===== config.mk =====
export PLATFORM = sky130hd
export DESIGN_NAME = rtc_snap_alarm
export DESIGN_NICKNAME = d
export VERILOG_FILES = /design/src/rtl/rtc_snap_pkg.sv /design/src/rtl/rtc_counter.sv /design/src/rtl/rtc_alarm.sv /design/src/rtl/rtc_snap_alarm.sv
export SDC_FILE = /design/constraint.sdc
export NUM_CORES = 1
export LEC_CHECK = 0
export ABC_AREA = 1
export BUFFER_PORTS_ARGS = -buffer_cell sky130_fd_sc_hd__buf_2
export CAP_MARGIN = 40
export CORE_UTILIZATION = 55
export CTS_CLUSTER_DIAMETER = 200
export CTS_CLUSTER_SIZE = 28
export DETAILED_ROUTE_END_ITERATION = 8
export PLACE_DENSITY = 0.76
export REMOVE_ABC_BUFFERS = 1
export SYNTH_ARGS = -nofsm -noshare
export SYNTH_HDL_FRONTEND = slang
export SYNTH_SLANG_ARGS = --single-unit

===== constraint.sdc =====
create_clock -name clk -period 2.6 [get_ports clk]
set_input_delay 0.52 -clock clk [delete_from_list [all_inputs] [get_ports clk]]
set_output_delay 0.52 -clock clk [all_outputs]
set_load 0.03 [all_outputs]

===== src/rtl/rtc_snap_pkg.sv =====
package rtc_snap_pkg;
  // Control byte layout: bits 7:6 read zero, the rest follow this struct (msb first).
  typedef struct packed {
    logic flag;     // bit 5
    logic set_cmd;  // bit 4
    logic cap_cmd;  // bit 3
    logic rst_en;   // bit 2
    logic irq_en;   // bit 1
    logic alm_en;   // bit 0
  } rtc_ctrl_t;

  localparam int CTRL_BITS = $bits(rtc_ctrl_t);
endpackage


===== src/rtl/rtc_counter.sv =====
module rtc_counter #(
  parameter int W = 47
) (
  input  logic         clk,
  input  logic         rst_n,
  input  logic         tick_en,
  input  logic         load,
  input  logic [W-1:0] load_val,
  output logic [W-1:0] count
);
  function automatic logic [W-1:0] advance(input logic [W-1:0] v);
    return v + W'(1);
  endfunction

  always_ff @(posedge clk) begin
    if (!rst_n)       count <= '0;
    else if (load)    count <= load_val;
    else if (tick_en) count <= advance(count);
  end

  p_tick_inc_r3: assert property (@(posedge clk) disable iff (!rst_n)
    (tick_en && !load) |=> (count == $past(count) + W'(1)));
  p_load_wins_r5: assert property (@(posedge clk) disable iff (!rst_n)
    load |=> (count == $past(load_val)));
endmodule


===== src/rtl/rtc_alarm.sv =====
module rtc_alarm #(
  parameter int W = 47
) (
  input  logic         clk,
  input  logic         rst_n,
  input  logic         enable,
  input  logic [W-1:0] timer,
  input  logic [W-1:0] limit,
  input  logic         clr_req,
  output logic         hit,
  output logic         flag
);
  function automatic logic at_or_past(input logic [W-1:0] t, input logic [W-1:0] l);
    return t >= l;
  endfunction

  assign hit = at_or_past(timer, limit);

  always_ff @(posedge clk) begin
    if (!rst_n) flag <= 1'b0;
    else        flag <= (flag & ~clr_req) | (enable & hit);
  end

  p_flag_sets_r6: assert property (@(posedge clk) disable iff (!rst_n)
    (enable && hit) |=> flag);
  p_flag_cause_r6: assert property (@(posedge clk) disable iff (!rst_n)
    $rose(flag) |-> $past(enable && hit));
  p_flag_sticky_r7: assert property (@(posedge clk) disable iff (!rst_n)
    (flag && !clr_req) |=> flag);
endmodule


===== src/rtl/rtc_snap_alarm.sv =====
module rtc_snap_alarm
  import rtc_snap_pkg::*;
#(
  parameter int TIMER_W   = 47,
  parameter int ADDR_W    = 8,
  parameter int ALM_BASE  = 8,
  parameter int CTRL_ADDR = 14
) (
  input  logic       clk,
  input  logic       rst_n,
  input  logic       tick_en,
  input  logic       host_we,
  input  logic       host_sel,
  input  logic [7:0] host_wdata,
  output logic [7:0] host_rdata,
  output logic       irq,
  output logic       rst_req,
  output logic       wake
);
  localparam int NBYTES  = (TIMER_W + 8) / 8;
  localparam int FIELD_W = NBYTES * 8;
  localparam int IDX_W   = $clog2(NBYTES);

  logic [ADDR_W-1:0]        addr_q;
  logic [NBYTES-1:0][7:0]   cap_q, alm_q;
  logic [FIELD_W-1:0]       cap_flat, alm_flat;
  rtc_ctrl_t                ctrl;
  logic [TIMER_W-1:0]       count;
  logic                     alarm_hit, alarm_flag;

  // named decode events
  logic [ADDR_W-1:0] alm_off;
  logic              is_cap, is_alm, is_ctrl, data_wr, ctrl_wr, clr_req;
  logic [IDX_W-1:0]  cap_idx, alm_idx;

  assign alm_off  = addr_q - ADDR_W'(ALM_BASE);
  assign is_cap   = addr_q < ADDR_W'(NBYTES);
  assign is_alm   = alm_off < ADDR_W'(NBYTES);
  assign is_ctrl  = addr_q == ADDR_W'(CTRL_ADDR);
  assign cap_idx  = addr_q[IDX_W-1:0];
  assign alm_idx  = alm_off[IDX_W-1:0];
  assign data_wr  = host_we & host_sel;
  assign ctrl_wr  = data_wr & is_ctrl;
  assign clr_req  = ctrl_wr & ~host_wdata[5];
  assign cap_flat = cap_q;
  assign alm_flat = alm_q;

  function automatic logic [FIELD_W-1:0] to_field(input logic [TIMER_W-1:0] t);
    return FIELD_W'({t, 1'b0});
  endfunction

  always_ff @(posedge clk) begin
    if (!rst_n) addr_q <= '0;
    else if (host_we && !host_sel) addr_q <= host_wdata[ADDR_W-1:0];
  end

  always_ff @(posedge clk) begin
    if (!rst_n) begin
      ctrl.alm_en  <= 1'b0;
      ctrl.irq_en  <= 1'b0;
      ctrl.rst_en  <= 1'b0;
      ctrl.cap_cmd <= 1'b0;
      ctrl.set_cmd <= 1'b0;
    end else if (ctrl_wr) begin
      ctrl.alm_en  <= host_wdata[0];
      ctrl.irq_en  <= host_wdata[1];
      ctrl.rst_en  <= host_wdata[2];
      ctrl.cap_cmd <= host_wdata[3] & ~host_wdata[4];
      ctrl.set_cmd <= host_wdata[4];
    end else begin
      ctrl.cap_cmd <= 1'b0;
      ctrl.set_cmd <= 1'b0;
    end
  end
  assign ctrl.flag = alarm_flag;

  always_ff @(posedge clk) begin
    if (!rst_n) cap_q <= '1;
    else if (ctrl.cap_cmd) cap_q <= to_field(count);
    else if (data_wr && is_cap) cap_q[cap_idx] <= host_wdata;
  end

  always_ff @(posedge clk) begin
    if (!rst_n) alm_q <= '1;
    else if (data_wr && is_alm) alm_q[alm_idx] <= host_wdata;
  end

  always_comb begin
    if (is_cap)       host_rdata = cap_q[cap_idx];
    else if (is_alm)  host_rdata = alm_q[alm_idx];
    else if (is_ctrl) host_rdata = 8'({ctrl});
    else              host_rdata = 8'h00;
  end

  rtc_counter #(.W(TIMER_W)) u_counter (
    .clk(clk), .rst_n(rst_n), .tick_en(tick_en),
    .load(ctrl.set_cmd), .load_val(cap_flat[TIMER_W:1]), .count(count)
  );

  rtc_alarm #(.W(TIMER_W)) u_alarm (
    .clk(clk), .rst_n(rst_n), .enable(ctrl.alm_en), .timer(count),
    .limit(alm_flat[TIMER_W:1]), .clr_req(clr_req),
    .hit(alarm_hit), .flag(alarm_flag)
  );

  assign wake    = alarm_flag;
  assign irq     = alarm_flag & ctrl.irq_en;
  assign rst_req = alarm_flag & ctrl.rst_en;

  p_cmd_selfclear_r4: assert property (@(posedge clk) disable iff (!rst_n)
    (ctrl.cap_cmd && !ctrl_wr) |=> !ctrl.cap_cmd);
  p_snapshot_r4: assert property (@(posedge clk) disable iff (!rst_n)
    ctrl.cap_cmd |=> (cap_flat[TIMER_W:1] == $past(count) && !cap_flat[0]));
  p_set_only_r5: assert property (@(posedge clk) disable iff (!rst_n)
    ctrl.set_cmd |-> !ctrl.cap_cmd);
  p_out_gate_r8: assert property (@(posedge clk) disable iff (!rst_n)
    (irq || rst_req) |-> wake);
  p_unmapped_r2: assert property (@(posedge clk) disable iff (!rst_n)
    (!is_cap && !is_alm && !is_ctrl) |-> (host_rdata == 8'h00));
endmodule


* Word-level counts from Yosys, hierarchy flattened *
Cells that the tools add are included.

word-level totals
  memory bits (writable) = 0
  memory bits (read-only) = 0
  input port bits = 13
  logic and storage cells = 68
  output and inout port bits = 11
  memories kept = 0
  latch bits = 0
  flip-flop bits (word level) = 157

operators by class
  reductions and logical operators = 9
  divide/modulo/power cells = 0
  $add $sub $neg = 2
  shift-type cells = 0
  muxes and demuxes = 17
  magnitude comparators = 7
  eq/ne operators = 1
  multiply operators = 0
  bitwise operators = 12

operator list
  cell                   number
  $bwmux 48              2
  $mux 48                2
  $mux 47                2
  $bmux 8 s3             2
  $demux 8 s3            2
  $mux 8                 6
  $add 47x1->47 const B  1
  $ge 47x47->1           1
  $lt 8x3->1 const B     2
  $and 1x1->1            8
  $eq 8x4->1 const B     1
  $lt 3x4->1 const B     2
  $sub 8x4->8 const B    1
  $ge 3x1->1 const B     2
  $mux 6                 1
  $logic_and 1x1->1      5
  $reduce_bool 2->1      2
  $not 1->1              3
  $reduce_and 2->1       1
  $logic_not 1->1        1
  $or 1x1->1             1

* Depth between registers and ports, before layout *
  word-level depth = 7
  gate-level depth with buffers = 14
  gate-level depth less buffers = 14

* Modules after synthesis *
A second synthesis with hierarchy kept.

unflattened totals
  cell total of the unflattened synthesis = 1650
  area, all modules = 10477.5 um^2

by module, submodules not included
  module          instances  cells an instance  seq. area each (um^2)  area each (um^2)
  rtc_snap_alarm  1          876                2182.1                 5734.2
  rtc_counter     1          534                940.9                  3337.0
  rtc_alarm       1          240                20.0                   1406.3

* Worst setup path before layout *
OpenSTA, ideal clock, no wires.

  path kind = register -> output
  from = register addr_q[3]
  to = output host_rdata[3]
  path slack = 318 ps
  data required time = 2080 ps
  arrival = 1762 ps
  stages on the path, launching flop included = 10
  path buffers = 0
  cells stage by stage = dfxtp_1 -> inv_1 -> ha_1 -> nand2_1 -> nor3_1 -> nand2_4 -> inv_1 -> o221ai_1 -> o31ai_1 -> nand2_1

between the ends
  word-level cells in the longest chain between the ends = 4
  elaborated cells on any way between the ends = 7
  those cells by class = 1 x add/sub; 2 x order compare; 1 x eq/ne; 3 x mux

ends and longest elaborated chain
  item                                       RTL line                                    source
  from (decl)                                rtc_snap_alarm.sv:24                        logic [ADDR_W-1:0] addr_q;
  from (signal assigned)                     rtc_snap_alarm.sv:54                        else if (host_we && !host_sel) addr_q <= host_wdata[ADDR_W-1:0];
  $sub 8x4->8 or $eq 8x4->1 (tied branches)  rtc_snap_alarm.sv:36, rtc_snap_alarm.sv:39
  $lt 8x3->1 or $mux 6 (tied branches)       rtc_snap_alarm.sv:38, rtc_snap_alarm.sv:91
  $mux 8                                     rtc_snap_alarm.sv:90                        else if (is_alm) host_rdata = alm_q[alm_idx];
  $mux 8 *                                   rtc_snap_alarm.sv:89                        if (is_cap) host_rdata = cap_q[cap_idx];
  to (decl)                                  rtc_snap_alarm.sv:15                        output logic [7:0] host_rdata,

Mark *: on every way between the ends. The rest lies on a longest branch, timed or not.

* Worst setup path after layout *
  from = register addr_q[3]
  to = output host_rdata[2]

The elaborated chain is that of the path after synthesis.

==> results.md <==
* Die ar. at 18500 sq um
* Slew Viols, Final at 0
* Commonest non-fill, non-tap cells in the layout: 363 x nand2_1, 162 x inv_1, 151 x dfxtp_1
* Worst rel slew slack at 0.391
* Max-cap violations at 0
* Post-synthesis sequential area ratio at 0.319
* Initial Utilization at 0.566
* TritonCTS buffer count at 17
* Critical R2R Capture: alm_flat[1]$_SDFFE_PN1P_
* Worst R2R Setup Slack at 0.31 ns
* Gr usage total at 0.396
* Total Routed Length at 35.3 mm
* Clk pin slew, worst setup/hold paths at 0.07 ns
* Crit-path cells: inv_2, buf_4, buf_4, nor2_1, nor2_2, nand2_4, inv_4, buf_6, o221ai_2, o31ai_1, nand2_1, buf_6
* Top Family by Delay on Critical Path: buffers and inverters
* Number of global-route vias before repair at 9408
* Ys async rst share at 0
* Worst R2R Path Depth at 15
* Reg2reg start: addr_q[3]$_SDFFE_PN0P_
* CP max FO at 5
* Share of cells above drive strength 1 at 0.139
* Tmin final at 2.67 ns
* Vias at 10200
* Per-cell routed wire length at 21.5 um
* Worst Tran Pin Value at 0.909 ns
* Pwr Density at 522 nW/um^2
* RSZ-0062 raised after global routing: true
* First-pass GRT wire length at 54.0 mm
* Overall power at 5.80 mW
* Drt first-iter violations at 1499
* Via density per instance at 6.20
* Dpl ws at 0.0608 ns
* Remaining Overflow, GRT at 0
* CTS max path bufs at 2
* Crit path from: addr_q[3]$_SDFFE_PN0P_
* Crit. End Element: output port
* Ports at 24
* Die height at 136 um
* Final hold viol count at 0
* Worst Hold Path EP: alm_flat[17]$_SDFFE_PN1P_
* Crit path arrival time at 2.15 ns
* PortBufs at 23
* Max VDD drop at 0.000629 V
* Synth Register Bits at 157
* Setup Skew at 0.00930 ns
* Critical Path Slowest Stage Cell: dfxtp_2
* Chip width at 136 um
* EDFF count, synth at 0
* Largest net degree at the start of global routing at 102
* Drc violations at 0
* Final setup viols at 6
* H-tree levels at 4
* Yosys warning count at 0
* WHS Path Cells at 3
* Count of different cell masters after synthesis at 51
* Root Buffer: clkbuf_16
* CP Launch Type: register
* Hpwl dp at 26.4 mm
* Setup CP Type: reg2out
* Max stage delay on crit path at 0.34 ns
* Final worst-path setup slack at -0.0691 ns
* Failing checks: negative setup slack
* Antenna Cells at 0
* Count of hold-fix buffers inserted at cts at 0
* Fmax at 0.375 GHz
* Tcrit/Tclk final at 1.03
* Mapped Cells at 1380
* DR pass1 iterations at 6
* WP buf/inv at 6
* Nets at 1463
* Hold path start: host_wdata[1]
* Critical Path RT at 2.08 ns
* Final hold slack at 0.446 ns
* Clk_lat worst skew at 0.44 ns
* Hold WC Path Type: in2reg
* Rows at 48
* Static Leak at 5.20 nW
* Initial antenna violation count at 0
* Synth Cell Area at 9850 sq um
* Area growth syn-to-layout at 12.8%
* TritonCTS clock tree: yes
* Clk sink count at 157
* Status: finished, violations left
* Core box area at 17400 sq um
* Global placement routability congestion at 1.04
* Commonest non-fill, non-tap cell in the layout: nand2_1
* Mean Syn Cell Area at 7.14 sq um
* Post-synth top flop: dfxtp_1
* Post-route ant nets at 0
power by group:
part | leakage (nW) | total [mW] | internal, mW | switching, mW
logic | 3.62 | 0.565 | 0.173 | 0.392
registers | 1.27 | 2.47 | 2.43 | 0.0368
clock network | 0.306 | 2.77 | 1.68 | 1.09
worst max path at each step:
stage	end	depth (start not counted)	slack (ns)
finish	host_rdata[2]	12	-0.07
global route	host_rdata[5]	9	-0.20
CTS	host_rdata[4]	10	-0.15
detailed placement	host_rdata[4]	10	0.06
global placement	host_rdata[4]	10	0.11
floorplan	host_rdata[3]	4	0.09
routing by layer:
layer	track usage	up-vias	part of all wire
li1	-	4724	-
met1	0.535	4726	0.41
met2	0.600	602	0.44
met3	0.0772	104	0.11
met4	0.192	0	0.042
met5	0	-	0
worst register-to-register path, delay by kind of cell, from the launching register on:
kind	cells	cell delay, ns
AOI/OAI and AO/OA	1	0.07
buffers and inverters	8	0.97
DFF	1	0.34
and+or+nand+nor	6	0.79
cells in the mapped netlist, types with 3 or more instances:
master | count | area [sq um]
nand2_4 | 3 | 33.8
xnor2_1 | 10 | 87.6
a31oi_1 | 14 | 87.6
inv_1 | 166 | 623
dfxtp_1 | 157 | 3140
nor2_8 | 5 | 100
nor4_1 | 4 | 25.0
nand2_1 | 365 | 1370
nor2_2 | 8 | 50.1
o22ai_1 | 13 | 81.3
inv_2 | 11 | 41.3
clkbuf_1 | 34 | 128
o211ai_2 | 7 | 87.6
buf_4 | 3 | 22.5
nor3_1 | 19 | 95.1
xor2_1 | 20 | 175
nor3_2 | 5 | 50.1
a22o_1 | 3 | 26.3
a21oi_2 | 3 | 26.3
nand3_2 | 8 | 80.1
o21ai_0 | 38 | 190
o31ai_1 | 6 | 45.0
buf_6 | 8 | 90.1
nor2_4 | 10 | 113
a21oi_1 | 103 | 515
o221ai_1 | 9 | 78.8
o2111ai_1 | 5 | 43.8
a221oi_1 | 4 | 35.0
buf_2 | 10 | 50.1
nand3_1 | 35 | 175
nand4_1 | 25 | 156
ha_1 | 49 | 613
o211ai_1 | 82 | 616
nor2_1 | 77 | 289
nand2_2 | 8 | 50.1
a22oi_1 | 33 | 248
layout make-up:
class / count / area [sq um]
clock buffers: 21 / 460
clock inverters: 11 / 181
multi-input cells: 988 / 5890
well taps: 225 / 282
repair buffers: 59 / 468
fillers: 1589 / 6310
inverters: 178 / 676
flip-flops and latches: 157 / 3160
sequential cells by signal (all words and copies together), names as in the netlist:
signal and flops:
alm_flat 48, u_counter.count 47, ctrl 5, cap_flat 48, u_alarm.flag 1, addr_q 8
stage by stage:
step | TNS [ns] | util | cell area (sq um) | std cells
2_1_floorplan | 0 | - | 9560 | 1323
3_3_place_gp | 0 | 0.585 | 10200 | 1601
3_5_place_dp | 0 | 0.585 | 10200 | 1601
4_1_cts | -0.699 | 0.631 | 11000 | 1635
5_1_grt | -0.981 | 0.638 | 11100 | 1639
6_report | -0.276 | 0.638 | 11100 | 1639
logic make-up after synthesis:
| logic type | synth area share |
|---|---|
| and+or+nand+nor | 0.275 |
| AOI/OAI and AO/OA | 0.219 |
| buffers and inverters | 0.0985 |
| DFF | 0.319 |
| adders and majority gates | 0.0622 |
| xor gates and xnor gates | 0.0267 |
repair_timing:
item / 4_1_cts / 5_1_grt
endpoints found under the setup margin: 8 / 8
endpoints found under the hold margin: 0 / 0
pin swaps: 11 / 10
gates resized for setup: 35 / 20
setup buffers: 2 / 4
No activity file was read; power rests on OpenSTA's default activity.
